--- src/rtl/lcd_mux_pkg.sv ---
package lcd_mux_pkg;

    localparam int COM_N = 4;
    localparam int PH_W  = $clog2(COM_N);

    typedef enum logic [1:0] {
        LV_VSS  = 2'd0,
        LV_LO   = 2'd1,
        LV_HI   = 2'd2,
        LV_FULL = 2'd3
    } lvl_e;

    typedef enum logic {
        BIAS_THIRD = 1'b0,
        BIAS_HALF  = 1'b1
    } bias_e;

    typedef struct packed {
        logic            pol;
        logic [PH_W-1:0] phase;
    } scan_t;

    // Common line level for the current phase and polarity.
    function automatic lvl_e com_level(logic sel, logic pol, bias_e b);
        if (sel)
            return pol ? LV_VSS : LV_FULL;
        if (b == BIAS_HALF)
            return LV_LO;
        return pol ? LV_HI : LV_LO;
    endfunction

    // Segment line level: on drives the rail opposite the selected common.
    function automatic lvl_e seg_level(logic on, logic pol, bias_e b);
        if (on)
            return pol ? LV_FULL : LV_VSS;
        if (b == BIAS_HALF)
            return pol ? LV_VSS : LV_FULL;
        return pol ? LV_LO : LV_HI;
    endfunction

endpackage

--- src/rtl/lcd_scan_timer.sv ---
module lcd_scan_timer
    import lcd_mux_pkg::*;
#(
    parameter int PHASE_TICKS = 128
) (
    input  logic  clk,
    input  logic  rst,
    input  logic  step_en,
    output scan_t scan
);
    localparam int TW = $clog2(PHASE_TICKS);
    localparam logic [TW-1:0]   LAST_TICK = TW'(PHASE_TICKS - 1);
    localparam logic [PH_W-1:0] LAST_PH   = PH_W'(COM_N - 1);

    logic [TW-1:0] tick;

    always_ff @(posedge clk) begin
        if (rst) begin
            tick <= '0;
            scan <= '0;
        end else if (step_en) begin
            if (tick == LAST_TICK) begin
                tick <= '0;
                if (scan.phase == LAST_PH) begin
                    scan.phase <= '0;
                    scan.pol   <= ~scan.pol;
                end else begin
                    scan.phase <= scan.phase + PH_W'(1);
                end
            end else begin
                tick <= tick + TW'(1);
            end
        end
    end

    // a stopped oscillator freezes the scan position
    p_freeze_r7: assert property (@(posedge clk) disable iff (rst)
        !step_en |=> ($stable(tick) && $stable(scan)));

    // common only advances at the end of a phase
    p_phase_hold_r2: assert property (@(posedge clk) disable iff (rst)
        (step_en && tick != LAST_TICK) |=> $stable(scan));

    // polarity only flips on the wrap back to the first common
    p_pol_wrap_r2: assert property (@(posedge clk) disable iff (rst)
        (scan.pol != $past(scan.pol)) |-> (scan.phase == '0));

endmodule

--- src/rtl/lcd_level_map.sv ---
module lcd_level_map
    import lcd_mux_pkg::*;
#(
    parameter int SEG_N = 34
) (
    input  logic                        clk,
    input  logic                        rst,
    input  scan_t                       scan,
    input  bias_e                       bias,
    input  logic                        blank,
    input  logic [4*SEG_N-1:0]          img,
    output logic [COM_N-1:0][1:0]       com_o,
    output logic [SEG_N-1:0][1:0]       seg_o
);
    logic [COM_N-1:0] com_rail;
    logic [SEG_N-1:0] seg_rail;

    for (genvar c = 0; c < COM_N; c++) begin : g_com
        always_comb begin
            com_o[c]    = com_level(scan.phase == PH_W'(c), scan.pol, bias);
            com_rail[c] = (com_o[c] == LV_FULL) || (com_o[c] == LV_VSS);
        end
    end

    for (genvar n = 0; n < SEG_N; n++) begin : g_seg
        logic [COM_N-1:0] bits;
        always_comb begin
            bits        = img[COM_N*n +: COM_N];
            seg_o[n]    = seg_level(bits[scan.phase] && !blank, scan.pol, bias);
            seg_rail[n] = (seg_o[n] == LV_FULL) || (seg_o[n] == LV_VSS);
        end
    end

    // exactly one common sits on a rail in every phase
    p_single_select_r2: assert property (@(posedge clk) disable iff (rst)
        $countones(com_rail) == 1);

    // blanked third-bias segments stay at middle levels
    p_blank_mid_r6: assert property (@(posedge clk) disable iff (rst)
        (blank && bias == BIAS_THIRD) |-> (seg_rail == '0));

endmodule

--- src/rtl/lcd_mux_drive.sv ---
module lcd_mux_drive
    import lcd_mux_pkg::*;
#(
    parameter int SEG_N       = 34,
    parameter int PORT_N      = 8,
    parameter int PORT_CNT_W  = 4,
    parameter int PHASE_TICKS = 128
) (
    input  logic                   clk,
    input  logic                   rst,
    input  logic                   osc_en,
    input  logic [4*SEG_N-1:0]     disp_img,
    input  logic                   half_bias,
    input  logic                   blank,
    input  logic                   pwr_save,
    input  logic                   inh_n,
    input  logic [PORT_CNT_W-1:0]  port_cnt,
    output logic [2*COM_N-1:0]     com_lvl,
    output logic [2*SEG_N-1:0]     seg_lvl
);
    scan_t                   scan;
    bias_e                   bias;
    logic [COM_N-1:0][1:0]   com_map, com_nxt, com_q;
    logic [SEG_N-1:0][1:0]   seg_map, seg_nxt, seg_q;

    assign bias = half_bias ? BIAS_HALF : BIAS_THIRD;

    lcd_scan_timer #(.PHASE_TICKS(PHASE_TICKS)) u_timer (
        .clk     (clk),
        .rst     (rst),
        .step_en (osc_en && !pwr_save),
        .scan    (scan)
    );

    lcd_level_map #(.SEG_N(SEG_N)) u_map (
        .clk   (clk),
        .rst   (rst),
        .scan  (scan),
        .bias  (bias),
        .blank (blank),
        .img   (disp_img),
        .com_o (com_map),
        .seg_o (seg_map)
    );

    for (genvar c = 0; c < COM_N; c++) begin : g_com_out
        assign com_nxt[c] = (!inh_n || pwr_save) ? LV_VSS : com_map[c];
    end

    for (genvar n = 0; n < SEG_N; n++) begin : g_seg_out
        if (n < PORT_N) begin : g_shared
            localparam logic [PORT_CNT_W-1:0] IDX = PORT_CNT_W'(n);
            always_comb begin
                if (!inh_n)
                    seg_nxt[n] = LV_VSS;
                else if (port_cnt > IDX)
                    seg_nxt[n] = disp_img[COM_N*n] ? LV_FULL : LV_VSS;
                else if (pwr_save)
                    seg_nxt[n] = LV_VSS;
                else
                    seg_nxt[n] = seg_map[n];
            end
        end else begin : g_plain
            assign seg_nxt[n] = (!inh_n || pwr_save) ? LV_VSS : seg_map[n];
        end
    end

    always_ff @(posedge clk) begin
        if (rst) begin
            com_q <= '0;
            seg_q <= '0;
        end else begin
            com_q <= com_nxt;
            seg_q <= seg_nxt;
        end
    end

    assign com_lvl = com_q;
    assign seg_lvl = seg_q;

    // inhibit grounds every pin on the following edge
    p_inhibit_dark_r8: assert property (@(posedge clk) disable iff (rst)
        !inh_n |=> (com_lvl == '0 && seg_lvl == '0));

    // power save grounds the commons
    p_psave_com_r7: assert property (@(posedge clk) disable iff (rst)
        pwr_save |=> (com_lvl == '0));

    // the first port pin follows its data bit at a rail
    p_port_level_r10: assert property (@(posedge clk) disable iff (rst)
        (inh_n && port_cnt != '0) |=>
            (seg_lvl[1:0] == ($past(disp_img[0]) ? 2'd3 : 2'd0)));

endmodule

--- config.mk ---
export PLATFORM = sky130hd
export DESIGN_NAME = lcd_mux_drive
export DESIGN_NICKNAME = d
export VERILOG_FILES = /design/src/rtl/lcd_mux_pkg.sv /design/src/rtl/lcd_scan_timer.sv /design/src/rtl/lcd_level_map.sv /design/src/rtl/lcd_mux_drive.sv
export SDC_FILE = /design/constraint.sdc
export NUM_CORES = 1
export LEC_CHECK = 0
export BUFFER_PORTS_ARGS = -buffer_cell sky130_fd_sc_hd__buf_2
export CAP_MARGIN = 20
export CELL_PAD_IN_SITES_DETAIL_PLACEMENT = 0
export CELL_PAD_IN_SITES_GLOBAL_PLACEMENT = 1
export CORE_AREA = 10 10 130 132
export CTS_CLUSTER_DIAMETER = 150
export DETAILED_ROUTE_END_ITERATION = 7
export DIE_AREA = 0 0 140 142
export GPL_TIMING_DRIVEN = 0
export PLACE_DENSITY = 0.81
export SLEW_MARGIN = 20
export SYNTH_ARGS = -nofsm -noshare
export SYNTH_HDL_FRONTEND = slang
export SYNTH_SLANG_ARGS = --single-unit
--- constraint.sdc ---
create_clock -name clk -period 1.65 [get_ports clk]
set_input_delay 0.0825 -clock clk [delete_from_list [all_inputs] [get_ports clk]]
set_output_delay 0.0825 -clock clk [all_outputs]
set_load 0.1 [all_outputs]
* Word level (Yosys, flattened, before mapping)
Index checks and enable logic that the tools add are counted.
** Cells by class
- $add $sub $neg :: 2
- Magnitude comparators :: 9
- Equality and inequality tests :: 4
- Multiplexer cells :: 328
- Bitwise gates (word level) :: 2
- Reduce and logical (&&, ||, !) cells :: 44
** Operators by type and width (number)
- $mux 2 :: 181
- $mux 1 :: 112
- $bmux 1 s2 :: 34
- $logic_and 1x1->1 :: 35
- $gt 4x3->1 const B :: 4
- $gt 4x1->1 const B :: 2
- $gt 4x2->1 const B :: 2
- $add 7x1->7 const B :: 1
- $eq 7x7->1 const B :: 1
- $mux 7 :: 1
- $eq 2x2->1 const B :: 2
- $reduce_or 2->1 :: 2
- $logic_not 1->1 :: 3
- $lt 2x3->1 const B :: 1
- $reduce_and 3->1 :: 1
- $add 2x1->2 const B :: 1
- $eq 2x1->1 const B :: 1
- $logic_not 2->1 :: 1
- $not 1->1 :: 2
- $reduce_and 2->1 :: 1
- $logic_or 1x1->1 :: 1
** Word-level totals
- Register bits after elaboration :: 86
- Output and inout bits :: 76
- Logic and storage cells :: 430

* Logic depth before layout (Yosys ltp)
- Depth in word-level cells :: 9
- Depth in mapped cells :: 6

* Modules after synthesis
Synthesis repeated with hierarchy kept, for this count alone.
** Unflattened totals
- Cells, all modules :: 480
- Area total of the unflattened synthesis :: 5081.1 um^2
** Modules (own cells, without submodules)
- lcd_level_map :: times used 1, cells each 225, area an instance 2313.5 um^2, sequential area each 0.0 um^2
- lcd_mux_drive :: times used 1, cells each 204, area an instance 2311.0 um^2, sequential area each 1521.5 um^2
- lcd_scan_timer :: times used 1, cells each 51, area an instance 456.7 um^2, sequential area each 200.2 um^2

* Worst setup path after synthesis
Ideal clock, no wire load.
- Path type :: register to register
- Start point :: register u_timer.scan[2] (netlist name)
- End point :: register seg_q, in the netlist seg_lvl[17]
- Setup time :: 0.134 ns
- Data arrival time :: 1.539 ns
- Required time :: 1.516 ns
- Path slack :: -0.023 ns
- Stages on the path, launching flop included :: 6
- Path buffers :: 1
- Period minus slack after synthesis :: 1.673 ns
- Path through :: dfxtp_1 clkinv_1 ha_1 o21ai_1 clkbuf_1 mux2i_1
** On the way
- Cells in the longest elaborated chain, start to end :: 5
** RTL lines
- $mux 2 :: RTL line lcd_mux_pkg.sv:35 : return pol ? LV_FULL : LV_VSS;
- $mux 2 :: RTL line lcd_mux_pkg.sv:34 : if (on)
- $mux 2 :: RTL line lcd_mux_pkg.sv:36 : if (b == BIAS_HALF)
- $mux 2 :: RTL line lcd_mux_pkg.sv:38 : return pol ? LV_LO : LV_HI;
- $mux 2 (*) :: RTL line lcd_mux_pkg.sv:36
- to (signal assigned) :: RTL line lcd_mux_drive.sv:74 : seg_q <= seg_nxt;
- to (decl) :: RTL line lcd_mux_drive.sv:24 : logic [SEG_N-1:0][1:0] seg_map, seg_nxt, seg_q;
Mark *: on every way between the ends. The rest lies on a longest branch, timed or not. The select of a mux whose other input is x is not followed.
A chain may end at the register's enable or synchronous reset.

* Worst setup path in the final report
- Start point :: register u_timer.scan[0] (netlist name)
- End point :: register seg_q, in the netlist seg_lvl[9]
** On the way
- Cells in the longest elaborated chain, start to end :: 7
** RTL lines
- $bmux 1 s2 :: RTL line lcd_level_map.sv:29 : seg_o[n] = seg_level(bits[scan.phase] && !blank, scan.pol, bias);
- $mux 1 (implied by the code) :: RTL line lcd_level_map.sv:29
- $logic_and 1x1->1 :: RTL line lcd_level_map.sv:29
- $mux 1 :: RTL line lcd_mux_pkg.sv:34
- $mux 2 :: RTL line lcd_mux_pkg.sv:36
- $mux 2 :: RTL line lcd_mux_drive.sv:58 : else if (pwr_save)
- $mux 2 :: RTL line lcd_mux_drive.sv:56 : else if (port_cnt > IDX)
No other way between the ends. The select of a mux whose other input is x is not followed.

==> out/results.txt <==
HP Class: in2reg
Syn Nets: 531
Placed inst area: 0.00568 mm^2
Area grow syn2layout: 42.7%
Gpl congestion: 0.824
Row count: 44
Max transition margin: 54.3%
Final worst setup slack: 0.0274 ns
#FFs+latches synth: 86
Vias in the first global route: 4326
WP data arrival: 1.85 ns
Clk sinks: 86
Multi-input gate area in the final layout: 0.00249 mm^2
Top_reg_cell synth: dfxtp_1
Worst-path clk slew: 0.06 ns
Post-synthesis cell count: 375
Number of flops mapped to enable cells by yosys: 0
Pre-CTS WS: -0.726 ns
RSZ-0062 raised after global routing: yes
Tcrit/Tclk final: 98.3%
Starting DRT DRC Count: 99
WP buf/inv: 2
Ys Warns: 0
Post-route cell area: 0.00618 mm^2
Max Slew Vio Count: 0
DIE AREA: 0.0199 mm^2
Vias per cell: 4.79
CTS Buffer Depth: 2
Starting Density: 30.3%
Routed WL: 15.3 mm
Library cells used by synthesis: 37
Worst-path fanout max: 5
Worst setup EP type: flip-flop
Sequential area share after synthesis: 39.7%
Setup TNS: 0 ns
Commonest cells after routing, fill and taps aside: buf_2, dfxtp_1, mux2i_1
Largest net degree at the start of global routing: 16
Post-layout util: 43.2%
Max_cap viols: 0
Slowest stage cell, crit path: mux4_2
Most used cell, CP: buf_12
Core area: 0.0143 mm^2
Gate power share: 18.9%
Post-route ant nets: 0
Tot GR Track Use: 15.0%
CTS root buf: clkbuf_16
Top Ports: 223
Proportion of layout cells with a drive suffix above 1: 50.2%
Grt total ovfl: 0
DRT Pass-1 Iters: 4
Antenna violations before repair: 5
Leakage power: 3.08 nW
Max incr delay on CP: 0.53 ns
Clock network power share: 40.4%
P per Cell Area: 855 mW/mm^2
Ys async rst share: 0%
Max Fclk: 616 MHz
CTS buffer count: 9
Final hold vios: 0
Hpwl dp: 12.4 mm
Critical Path RT: 1.87 ns
Filler Cells Inserted: 1412
Routed length per instance: 19.1 um
Hold WS: 0.0209 ns
Post-Syn Area: 0.00434 mm^2
Setup CP Type: reg2reg
Critical Path Source Type: flip-flop
Mean Syn Cell Area: 11.6 um^2
Worst clock skew: 0.00808 ns
P_sw: 1.56 mW
Die W: 140 um
H-Tree Depth: 3
Outcome: finished, final reports clean
Reg area: 0.00173 mm^2
Sw Ratio: 29.4%
Actual slew at the worst max-slew pin: 0.681 ns
Cell breakdown of the critical path: buf_12, buf_12, mux4_2, nand2b_4, mux2i_1, o21ai_1
Fin crit period: 1.62 ns
I/O Buffers: 221
Sequential Power Share: 40.7%
VDD IR max: 0.690 mV
Vias: 3848
Global-route wire length before repair: 23.6 mm
Final Setup Violations: 0
TritonCTS clock tree: done
Nets: 768
Most common library cell in the layout ignoring fill and taps: buf_2
Post-route DRC: 0
CP delay by family, top: multiplexers
Height of the die: 142 um
Clk_lat worst skew: 0.34 ns
P_int: 3.73 mW
==> worst min-delay path: stages <==
cell and delay, ns:
buf_2 0.09, o211ai_1 0.09, o21ai_0 0.07
==> final timing paths <==
| path | endpoint | slack, ns | cells after the start | from |
|---|---|---|---|---|
| min reg2reg | u_timer.tick[1]$_SDFFE_PP0N_ | 0.49 | 2 | u_timer.tick[1]$_SDFFE_PP0N_ |
| min | seg_lvl[13]$_SDFF_PP0_ | 0.02 | 3 | disp_img[24] |
| max reg2reg | seg_lvl[9]$_SDFF_PP0_ | 0.03 | 6 | u_timer.scan[0]$_SDFFE_PP0P_ |
| max | seg_lvl[9]$_SDFF_PP0_ | 0.03 | 6 | u_timer.scan[0]$_SDFFE_PP0P_ |
==> Yosys cell counts, types with 2 or more instances <==
cell	instances	share of area, %
a21oi_1	9	1.0
and2_1	2	0.29
and3_1	3	0.43
buf_2	3	0.35
buf_6	4	1.0
clkbuf_1	17	1.5
dfxtp_1	86	40
ha_1	9	2.6
inv_1	3	0.26
mux2i_1	67	15
mux4_1	7	4.2
mux4_2	27	14
nand2_1	22	1.9
nand2b_1	31	4.5
nand2b_2	12	2.4
nand3_1	8	0.92
nand3b_1	2	0.35
nand4_1	3	0.43
nor2_1	15	1.3
nor2b_1	4	0.58
nor3_1	4	0.46
o211ai_1	4	0.69
o21ai_0	13	1.5
or2_2	3	0.43
or3_1	2	0.29
xnor2_1	2	0.40
xor2_1	3	0.61
==> routing by layer <==
metal	wire length, um	up-vias	part of all wire [%]	track usage (%)
li1	-	1831	-	-
met4	132	6	0.86	3.37
met1	5940	1850	39	16.0
met3	1400	17	9.2	6.78
met2	7790	144	51	26.6
met5	43	-	0.28	0
==> state kept, by name, indices dropped and copies added (netlist names) <==
name	cells
u_timer.scan	3
com_lvl	8
u_timer.tick	7
seg_lvl	68
==> what timing repair did <==
| item | 4_1_cts | 5_1_grt |
|---|---|---|
| pin swaps | 1 | 2 |
| setup buffers | 3 | 1 |
| endpoints found under the hold margin | 3 | 0 |
| resized for setup | 28 | 15 |
| endpoints found under the setup margin | 67 | 25 |
| hold buffers | 2 | 0 |
==> area by class of cell <==
cell class | instances | share of cell area (%)
tap | 184 | 3.72
inverter | 4 | 0.324
buffer | 26 | 3.46
sequential | 86 | 27.9
timing repair buffer | 227 | 19.1
clock buffer | 11 | 4.09
clock inverter | 5 | 1.03
multi-input combinational | 258 | 40.3
antenna | 2 | 0.0809
==> cells by family after synthesis <==
group	synth area share, %
adders and majority gates	2.60
xor gates and xnor gates	1.01
muxes	33.7
buffers and inverters	4.18
and+or+nand+nor	15.0
AOI/OAI and AO/OA	3.72
DFF	39.7
==> power by group through the flow <==
stage / Clock (mW) / Sequential, mW / Combinational [mW]
detailed placement: 0 / 2.20 / 0.979
global route: 2.27 / 2.16 / 1.05
CTS: 2.21 / 2.15 / 0.995
finish: 2.14 / 2.15 / 0.997
floorplan: 0 / 2.63 / 0.250
global placement: 0 / 2.20 / 0.966
==> metrics by stage <==
stage / instances / total power, mW
floorplan: 375 / 2.88
global route: 801 / 5.48
global placement: 780 / 3.16
CTS: 800 / 5.36
finish: 803 / 5.29
detailed placement: 780 / 3.18
Power figures use the tool's default switching activity.
